<file path="src/rtl/wdt_keyed_pkg.sv">
`timescale 1ns/1ps
package wdt_keyed_pkg;
  localparam logic [7:0] KEY_FIRST  = 8'hA5;
  localparam logic [7:0] KEY_SECOND = 8'h5A;

  localparam int OFS_CTRL    = 0;
  localparam int OFS_RESTART = 4;

  localparam int BIT_RUN   = 8;
  localparam int BIT_IFLAG = 9;
  localparam int BIT_IEN   = 10;
  localparam int BIT_REN   = 11;
  localparam int BIT_RFLAG = 31;

  typedef enum logic {KEY_IDLE, KEY_ARMED} key_state_e;
endpackage

</file>
<file path="src/rtl/wdt_key_tracker.sv">
`timescale 1ns/1ps
module wdt_key_tracker
  import wdt_keyed_pkg::*;
#(
  parameter int DATA_W = 32
) (
  input  logic              clk_i,
  input  logic              rst_ni,
  input  logic              wr_i,
  input  logic [DATA_W-1:0] wdata_i,
  input  logic              consume_i,
  output logic              key_done_o,
  output logic              unlocked_o
);
  localparam logic [DATA_W-1:0] K1 = DATA_W'(KEY_FIRST);
  localparam logic [DATA_W-1:0] K2 = DATA_W'(KEY_SECOND);

  key_state_e state_q;
  logic       unlocked_q;

  assign key_done_o = wr_i && (wdata_i == K2) && (state_q == KEY_ARMED);
  assign unlocked_o = unlocked_q;

  always_ff @(posedge clk_i or negedge rst_ni) begin
    if (!rst_ni) begin
      state_q <= KEY_IDLE;
    end else if (wr_i) begin
      state_q <= (wdata_i == K1) ? KEY_ARMED : KEY_IDLE;
    end
  end

  always_ff @(posedge clk_i or negedge rst_ni) begin
    if (!rst_ni) begin
      unlocked_q <= 1'b0;
    end else if (key_done_o) begin
      unlocked_q <= 1'b1;
    end else if (consume_i) begin
      unlocked_q <= 1'b0;
    end
  end

  // unlock only ever appears right after the second key word
  assert_unlock_after_second_R4: assert property (@(posedge clk_i) disable iff (!rst_ni)
    $rose(unlocked_q) |-> $past(wr_i && (wdata_i == K2)));
endmodule

</file>
<file path="src/rtl/wdt_counter.sv">
`timescale 1ns/1ps
module wdt_counter #(
  parameter int INT_LOG2 = 4,
  parameter int RST_LOG2 = 7
) (
  input  logic clk_i,
  input  logic rst_ni,
  input  logic run_i,
  input  logic clear_i,
  output logic int_hit_o,
  output logic rst_hit_o
);
  localparam int CNT_W = RST_LOG2;
  localparam logic [CNT_W-1:0] INT_LAST =
    {{(RST_LOG2-INT_LOG2){1'b0}}, {INT_LOG2{1'b1}}};

  logic [CNT_W-1:0] cnt_q;

  assign int_hit_o = run_i && (cnt_q == INT_LAST);
  assign rst_hit_o = run_i && (&cnt_q);

  // all-ones wraps to zero, so the reset expiry restarts the count by itself
  always_ff @(posedge clk_i or negedge rst_ni) begin
    if (!rst_ni) begin
      cnt_q <= '0;
    end else if (!run_i || clear_i) begin
      cnt_q <= '0;
    end else begin
      cnt_q <= cnt_q + 1'b1;
    end
  end

  assert_idle_count_zero_R5: assert property (@(posedge clk_i) disable iff (!rst_ni)
    !run_i |=> (cnt_q == '0));
  assert_feed_clears_R10: assert property (@(posedge clk_i) disable iff (!rst_ni)
    (run_i && clear_i) |=> (cnt_q == '0));
endmodule

</file>
<file path="src/rtl/wdt_ctrl_regs.sv">
`timescale 1ns/1ps
module wdt_ctrl_regs (
  input  logic clk_i,
  input  logic rst_ni,
  input  logic wr_i,
  input  logic wr_rflag_i,
  input  logic wr_ren_i,
  input  logic wr_ien_i,
  input  logic wr_iclr_i,
  input  logic wr_run_i,
  input  logic unlocked_i,
  input  logic int_hit_i,
  input  logic rst_hit_i,
  output logic run_o,
  output logic ien_o,
  output logic ren_o,
  output logic iflag_o,
  output logic rflag_o,
  output logic rst_req_o
);
  logic run_q, ien_q, ren_q, iflag_q, rflag_q, req_q;

  always_ff @(posedge clk_i or negedge rst_ni) begin
    if (!rst_ni) begin
      run_q   <= 1'b0;
      ien_q   <= 1'b0;
      ren_q   <= 1'b0;
      iflag_q <= 1'b0;
      rflag_q <= 1'b0;
      req_q   <= 1'b0;
    end else begin
      req_q <= rst_hit_i && ren_q;
      if (wr_i) begin
        ien_q <= wr_ien_i;
        ren_q <= wr_ren_i;
        run_q <= wr_run_i && (run_q || unlocked_i);
      end
      // hardware set wins over a same-cycle software write
      if (rst_hit_i && ren_q)     rflag_q <= 1'b1;
      else if (wr_i)              rflag_q <= wr_rflag_i;
      if (int_hit_i)              iflag_q <= 1'b1;
      else if (wr_i && wr_iclr_i) iflag_q <= 1'b0;
    end
  end

  assign run_o     = run_q;
  assign ien_o     = ien_q;
  assign ren_o     = ren_q;
  assign iflag_o   = iflag_q;
  assign rflag_o   = rflag_q;
  assign rst_req_o = req_q;

  assert_enable_keyed_R3: assert property (@(posedge clk_i) disable iff (!rst_ni)
    $rose(run_q) |-> $past(unlocked_i));
  assert_iflag_w1c_R6: assert property (@(posedge clk_i) disable iff (!rst_ni)
    $fell(iflag_q) |-> $past(wr_i && wr_iclr_i));
  assert_req_single_R8: assert property (@(posedge clk_i) disable iff (!rst_ni)
    req_q |=> !req_q);
  assert_req_sets_record_R8: assert property (@(posedge clk_i) disable iff (!rst_ni)
    req_q |-> rflag_q);
  assert_req_needs_enable_R9: assert property (@(posedge clk_i) disable iff (!rst_ni)
    req_q |-> $past(ren_q));
endmodule

</file>
<file path="src/rtl/wdt_keyed.sv">
`timescale 1ns/1ps
module wdt_keyed
  import wdt_keyed_pkg::*;
#(
  parameter int ADDR_W   = 4,
  parameter int DATA_W   = 32,
  parameter int INT_LOG2 = 4,
  parameter int RST_LOG2 = 7
) (
  input  logic              clk_i,
  input  logic              rst_ni,
  input  logic              sys_rst_ni,
  input  logic              req_i,
  input  logic              we_i,
  input  logic [ADDR_W-1:0] addr_i,
  input  logic [DATA_W-1:0] wdata_i,
  output logic [DATA_W-1:0] rdata_o,
  output logic              irq_o,
  output logic              rst_req_o
);
  localparam logic [ADDR_W-1:0] A_CTRL    = ADDR_W'(OFS_CTRL);
  localparam logic [ADDR_W-1:0] A_RESTART = ADDR_W'(OFS_RESTART);

  logic ctrl_wr, restart_wr, cnt_rst_n;
  logic key_done, unlocked;
  logic run, ien, ren, iflag, rflag;
  logic int_hit, rst_hit;

  assign ctrl_wr    = req_i && we_i && (addr_i == A_CTRL);
  assign restart_wr = req_i && we_i && (addr_i == A_RESTART);
  assign cnt_rst_n  = rst_ni && sys_rst_ni;

  wdt_key_tracker #(.DATA_W(DATA_W)) u_keys (
    .clk_i      (clk_i),
    .rst_ni     (cnt_rst_n),
    .wr_i       (restart_wr),
    .wdata_i    (wdata_i),
    .consume_i  (ctrl_wr),
    .key_done_o (key_done),
    .unlocked_o (unlocked)
  );

  wdt_counter #(.INT_LOG2(INT_LOG2), .RST_LOG2(RST_LOG2)) u_cnt (
    .clk_i     (clk_i),
    .rst_ni    (cnt_rst_n),
    .run_i     (run),
    .clear_i   (key_done),
    .int_hit_o (int_hit),
    .rst_hit_o (rst_hit)
  );

  wdt_ctrl_regs u_regs (
    .clk_i      (clk_i),
    .rst_ni     (rst_ni),
    .wr_i       (ctrl_wr),
    .wr_rflag_i (wdata_i[BIT_RFLAG]),
    .wr_ren_i   (wdata_i[BIT_REN]),
    .wr_ien_i   (wdata_i[BIT_IEN]),
    .wr_iclr_i  (wdata_i[BIT_IFLAG]),
    .wr_run_i   (wdata_i[BIT_RUN]),
    .unlocked_i (unlocked),
    .int_hit_i  (int_hit),
    .rst_hit_i  (rst_hit),
    .run_o      (run),
    .ien_o      (ien),
    .ren_o      (ren),
    .iflag_o    (iflag),
    .rflag_o    (rflag),
    .rst_req_o  (rst_req_o)
  );

  always_comb begin
    rdata_o = '0;
    if (addr_i == A_CTRL) begin
      rdata_o[BIT_RFLAG] = rflag;
      rdata_o[BIT_REN]   = ren;
      rdata_o[BIT_IEN]   = ien;
      rdata_o[BIT_IFLAG] = iflag;
      rdata_o[BIT_RUN]   = run;
    end
  end

  assign irq_o = iflag && ien;

  initial begin
    assert (INT_LOG2 > 0 && RST_LOG2 > INT_LOG2)
      else $error("wdt_keyed: need 0 < INT_LOG2 < RST_LOG2");
  end

  assert_irq_gate_R7: assert property (@(posedge clk_i) disable iff (!rst_ni)
    irq_o |-> (u_regs.iflag_o && u_regs.ien_o));
endmodule

</file>
<file path="config.mk">
export PLATFORM = sky130hd
export DESIGN_NAME = wdt_keyed
export DESIGN_NICKNAME = d
export VERILOG_FILES = /design/src/rtl/wdt_keyed_pkg.sv /design/src/rtl/wdt_key_tracker.sv /design/src/rtl/wdt_counter.sv /design/src/rtl/wdt_ctrl_regs.sv /design/src/rtl/wdt_keyed.sv
export SDC_FILE = /design/constraint.sdc
export NUM_CORES = 1
export LEC_CHECK = 0
export BUFFER_PORTS_ARGS = -buffer_cell sky130_fd_sc_hd__buf_4
export CAP_MARGIN = 25
export CORE_ASPECT_RATIO = 0.75
export CORE_MARGIN = 8
export CORE_UTILIZATION = 40
export DETAILED_ROUTE_END_ITERATION = 12
export HOLD_SLACK_MARGIN = 0.06
export PLACE_DENSITY = 0.78
export SLEW_MARGIN = 20
export SYNTH_ARGS = -nofsm -noshare
export SYNTH_HDL_FRONTEND = slang
export SYNTH_HIERARCHICAL = 1
export SYNTH_SLANG_ARGS = --single-unit
</file>
<file path="constraint.sdc">
create_clock -name clk_i -period 1.6 [get_ports clk_i]
set_input_delay 0.08 -clock clk_i [delete_from_list [all_inputs] [get_ports clk_i]]
set_output_delay 0.08 -clock clk_i [all_outputs]
set_load 0.05 [all_outputs]
</file>
==> summary by stage <==
Hold path
The type of the tightest min-delay check is in2reg. The startpoint identified for the worst hold timing path is wdata_i[7].

Run
Max-cap violations in this run came to 0.

Clock tree
The number of setup buffers added after CTS is 0. The H-tree depth is 1. The insertion delay to the later sink of the worst-skew pair is just under 0.3 ns. The number of sinks driven by the clock tree is 15. TritonCTS created 3 clock buffers.

The clock passes through at most 2 buffers. The clock tree root driver cell is clkbuf_4. The clock-pin transition on the worst setup and hold timing paths is 0.08 ns. The TritonCTS clock tree is built.

GRT
The via count of the first global-routing pass is 936. The first global-routing pass estimated between 4000 and 5000 um of wire. Global routing used 13.1% of the available tracks. Summed over all layers, the global routing overflow is 0.

The maximum number of pins on one net before global-route repair is 10. The initial antenna violation count is 0.

Routing
The vias per cell is 4.45. The aggregate routed wire length is 2850 um. In this run the remaining antenna-violating nets after routing total 0. The DRC marker count from the first detailed-route iteration is 20. The average detailed-routed wire length per instance is 14.0 um. The final route contains slightly above 900 vias. The number of remaining DRC errors is 0. The count of TritonRoute iterations in the first routing pass is 4.

STA
Adding up every negative setup slack in the final design gives 0 ns. The final hold slack is 0.0866 ns. The highest clock frequency the design can meet is 693 MHz. The worst path setup slack after routing is 0.157 ns. The time the final worst path needs with I/O delays and setup is 1.44 ns. The number of hold-slack violations in the final timing report is 0. The worst clock skew on the final layout is between 0.01 and 0.015 ns.

The max-slew violation count was 0. Setup repair after global routing left no endpoint under its margin. The number of failing setup endpoints in the final timing report is 0. The fraction of the cycle the final worst path needs is 90.2%.

Floorplan
The initialized floorplan defines 16 standard-cell rows. The initial core utilization is about 41%. The die covers 4470 um^2. From bottom edge to top edge, the die measures ~60 um. The width of the die is 74.6 um. During I/O placement, the number of pins put on the boundary was 75.

The floorplan step defined a core boundary enclosing between 2000 and 3000 um^2.

Power and ir drop
Across the VDD grid, the largest voltage drop is 0.243 mV. The internal portion of total power is 648 uW. Net switching is 37.6% of the power. The switching power total is between 300 and 400 uW. The clock network fraction of design power is 21.2%. The combinational fraction of design power is 34.0%. The cell leakage power is between 0.7 and 0.8 nW. The power density over cell area is 717 nW/um^2. The part of the power in registers is between 40% and 50%.

Worst setup path
For the worst setup path, the data required time is 1.78 ns. The critical path start-end classification is in2reg. Data on the critical path arrives at its endpoint at 1.62 ns. The type of element capturing the critical path is a flip-flop. In this run the worst path has a maximum fanout of 2. The first element of the critical path is wdata_i[8]. The startpoint identified for the worst register-to-register timing path is u_cnt/cnt_q[0]. STA classifies the critical path startpoint as a primary input.

Logic synthesis
Yosys mapped a number of flops with a built-in enable equal to 0. The distinct cell type count after synthesis is 30. The predominant post-synthesis flop cell is dfrtp_1. The portion of the post-synthesis area used by sequential elements is 36.4%. The register bit total from synthesis is 15.

Summing every instance area after synthesis gives 1030 um^2. The synthesized netlist cell count is 109. The post-synthesis async set-or-reset flop share is 100%. The post-synthesis area per instance is 9.46 um^2. For this run, the number of Yosys warnings is 6.

Placement
The number of cells after detailed placement is 194. Input and output buffers added on the ports amount to 47. Timing analysis after detailed placement gives a worst setup slack of -0.126 ns.

The final weighted congestion of routability-driven global placement is about 0.73. Summed over all nets, the half-perimeter wirelength after detailed placement is between 2000 and 2500 um.

Layout
The antenna diode count is 0. The layout has 250 filler cells. Relative to the synthesized area, the layout overhead comes to 40.3%. The final-stage net count is roughly 210.

The count of placed standard cells in the final layout, fillers left out is just over 200. The post-route netlist has about two fifths of its cells at a drive strength greater than 1.

Run status
The flow ran to the end, and the final reports show no timing, DRC or antenna violations.
-- worst paths after layout --
check,to,slack [ns],cells after the start
worst max-delay path,u_keys/state_q,0.16,6
worst min-delay path,u_keys/state_q,0.09,3
worst max register to register,u_regs/rflag_o,0.23,5
worst min register to register,u_cnt/cnt_q[0],0.47,1
max in group asynchronous,u_cnt/cnt_q[3],0.87,3
min in group asynchronous,u_regs/rflag_o,0.13,2
-- area by class of cell --
class,instances,area [um^2],share of cell area (%)
flip-flops and latches,15,375,26.0
clock buffers,3,22.5,1.56
well taps,36,45.0,3.11
multi-input cells,90,552,38.1
inverters,3,11.3,0.779
repair buffers,56,435,30.1
clock inverters,1,5.00,0.346
-- metrics by stage --
stage / cell area (um^2) / utilization [%] / power, mW
6_report: 1450 / 57.3 / 1.04
4_1_cts: 1430 / 56.8 / 1.04
2_1_floorplan: 1130 / - / 0.735
3_3_place_gp: 1350 / 53.4 / 0.793
3_5_place_dp: 1350 / 53.4 / 0.803
5_1_grt: 1450 / 57.3 / 1.10
-- cell families after synthesis --
group	after synthesis	share of synthesized area, %
compound gates	10	6.19
mux	2	2.18
buf+inv	30	20.8
simple gates	47	30.3
xor+xnor	3	2.55
other cells	1	0.364
fa+ha+maj	1	1.21
flops	15	36.4
-- power by group through the flow --
stage,Sequential [mW],Clock [mW],Combinational (mW)
floorplan,0.459,0,0.277
CTS,0.462,0.227,0.347
global route,0.474,0.247,0.382
detailed placement,0.469,0,0.334
finish,0.464,0.220,0.353
global placement,0.467,0,0.326
-- worst max-delay path: stages --
cell	delay, ns
dlygate4sd3_1	0.55
buf_4	0.14
nor4b_2	0.23
nand4_1	0.17
buf_4	0.18
o32ai_1	0.28
-- synthesized netlist by cell type (2+ instances only) --
cell type,count,area [um^2]
mux2_2,2,22.5
inv_1,3,11.3
dfrtp_1,15,375
xor2_1,2,17.5
nor3_1,2,10.0
or3_1,2,12.5
nor4b_1,2,17.5
o21ai_0,2,10.0
and2_2,5,37.5
and2_1,4,25.0
a21oi_1,4,20.0
nor2b_1,3,18.8
nand4_1,4,25.0
nor2_1,6,22.5
nand3_1,5,25.0
nand2_1,3,11.3
o32ai_1,2,17.5
buf_4,27,203
nor4_1,4,25.0
nor4_2,2,25.0
-- cells in the final DEF, fill, tap and decap left out, types with 3 or more instances in the layout --
cell type	count
buf_4	50
dlygate4sd3_1	6
nand2_1	3
dfrtp_1	15
conb_1	27
nand3_1	5
and2_1	4
nor4_1	4
clkbuf_4	3
and2_2	5
nand4_1	4
nor2b_1	3
nor2_1	6
a21oi_1	4
inv_1	3
-- metal layers --
metal | GRT usage (%) | wire [um] | up-vias
li1 | - | - | 450
met2 | 23.3 | 1480 | 40
met1 | 13.7 | 1020 | 413
met3 | 5.70 | 308 | 4
met5 | 0 | 0 | -
met4 | 3.61 | 38 | 0
-- state kept, by name, summed over array words and instances (netlist names) --
register and cells:
u_cnt/cnt_q 7, u_keys/state_q 1, u_keys/unlocked_o 1, u_regs/ien_o 1, u_regs/iflag_o 1, u_regs/ren_o 1, u_regs/rflag_o 1, u_regs/rst_req_o 1
u_regs/run_o 1
-- what timing repair did --
| action | CTS | global route |
|---|---|---|
| endpoints found under the setup margin | 0 | 6 |
| hold buffers | 6 | 0 |
| resized for setup | 0 | 3 |
| hold endpoints to repair | 19 | 0 |
Power figures use the tool's default switching activity.
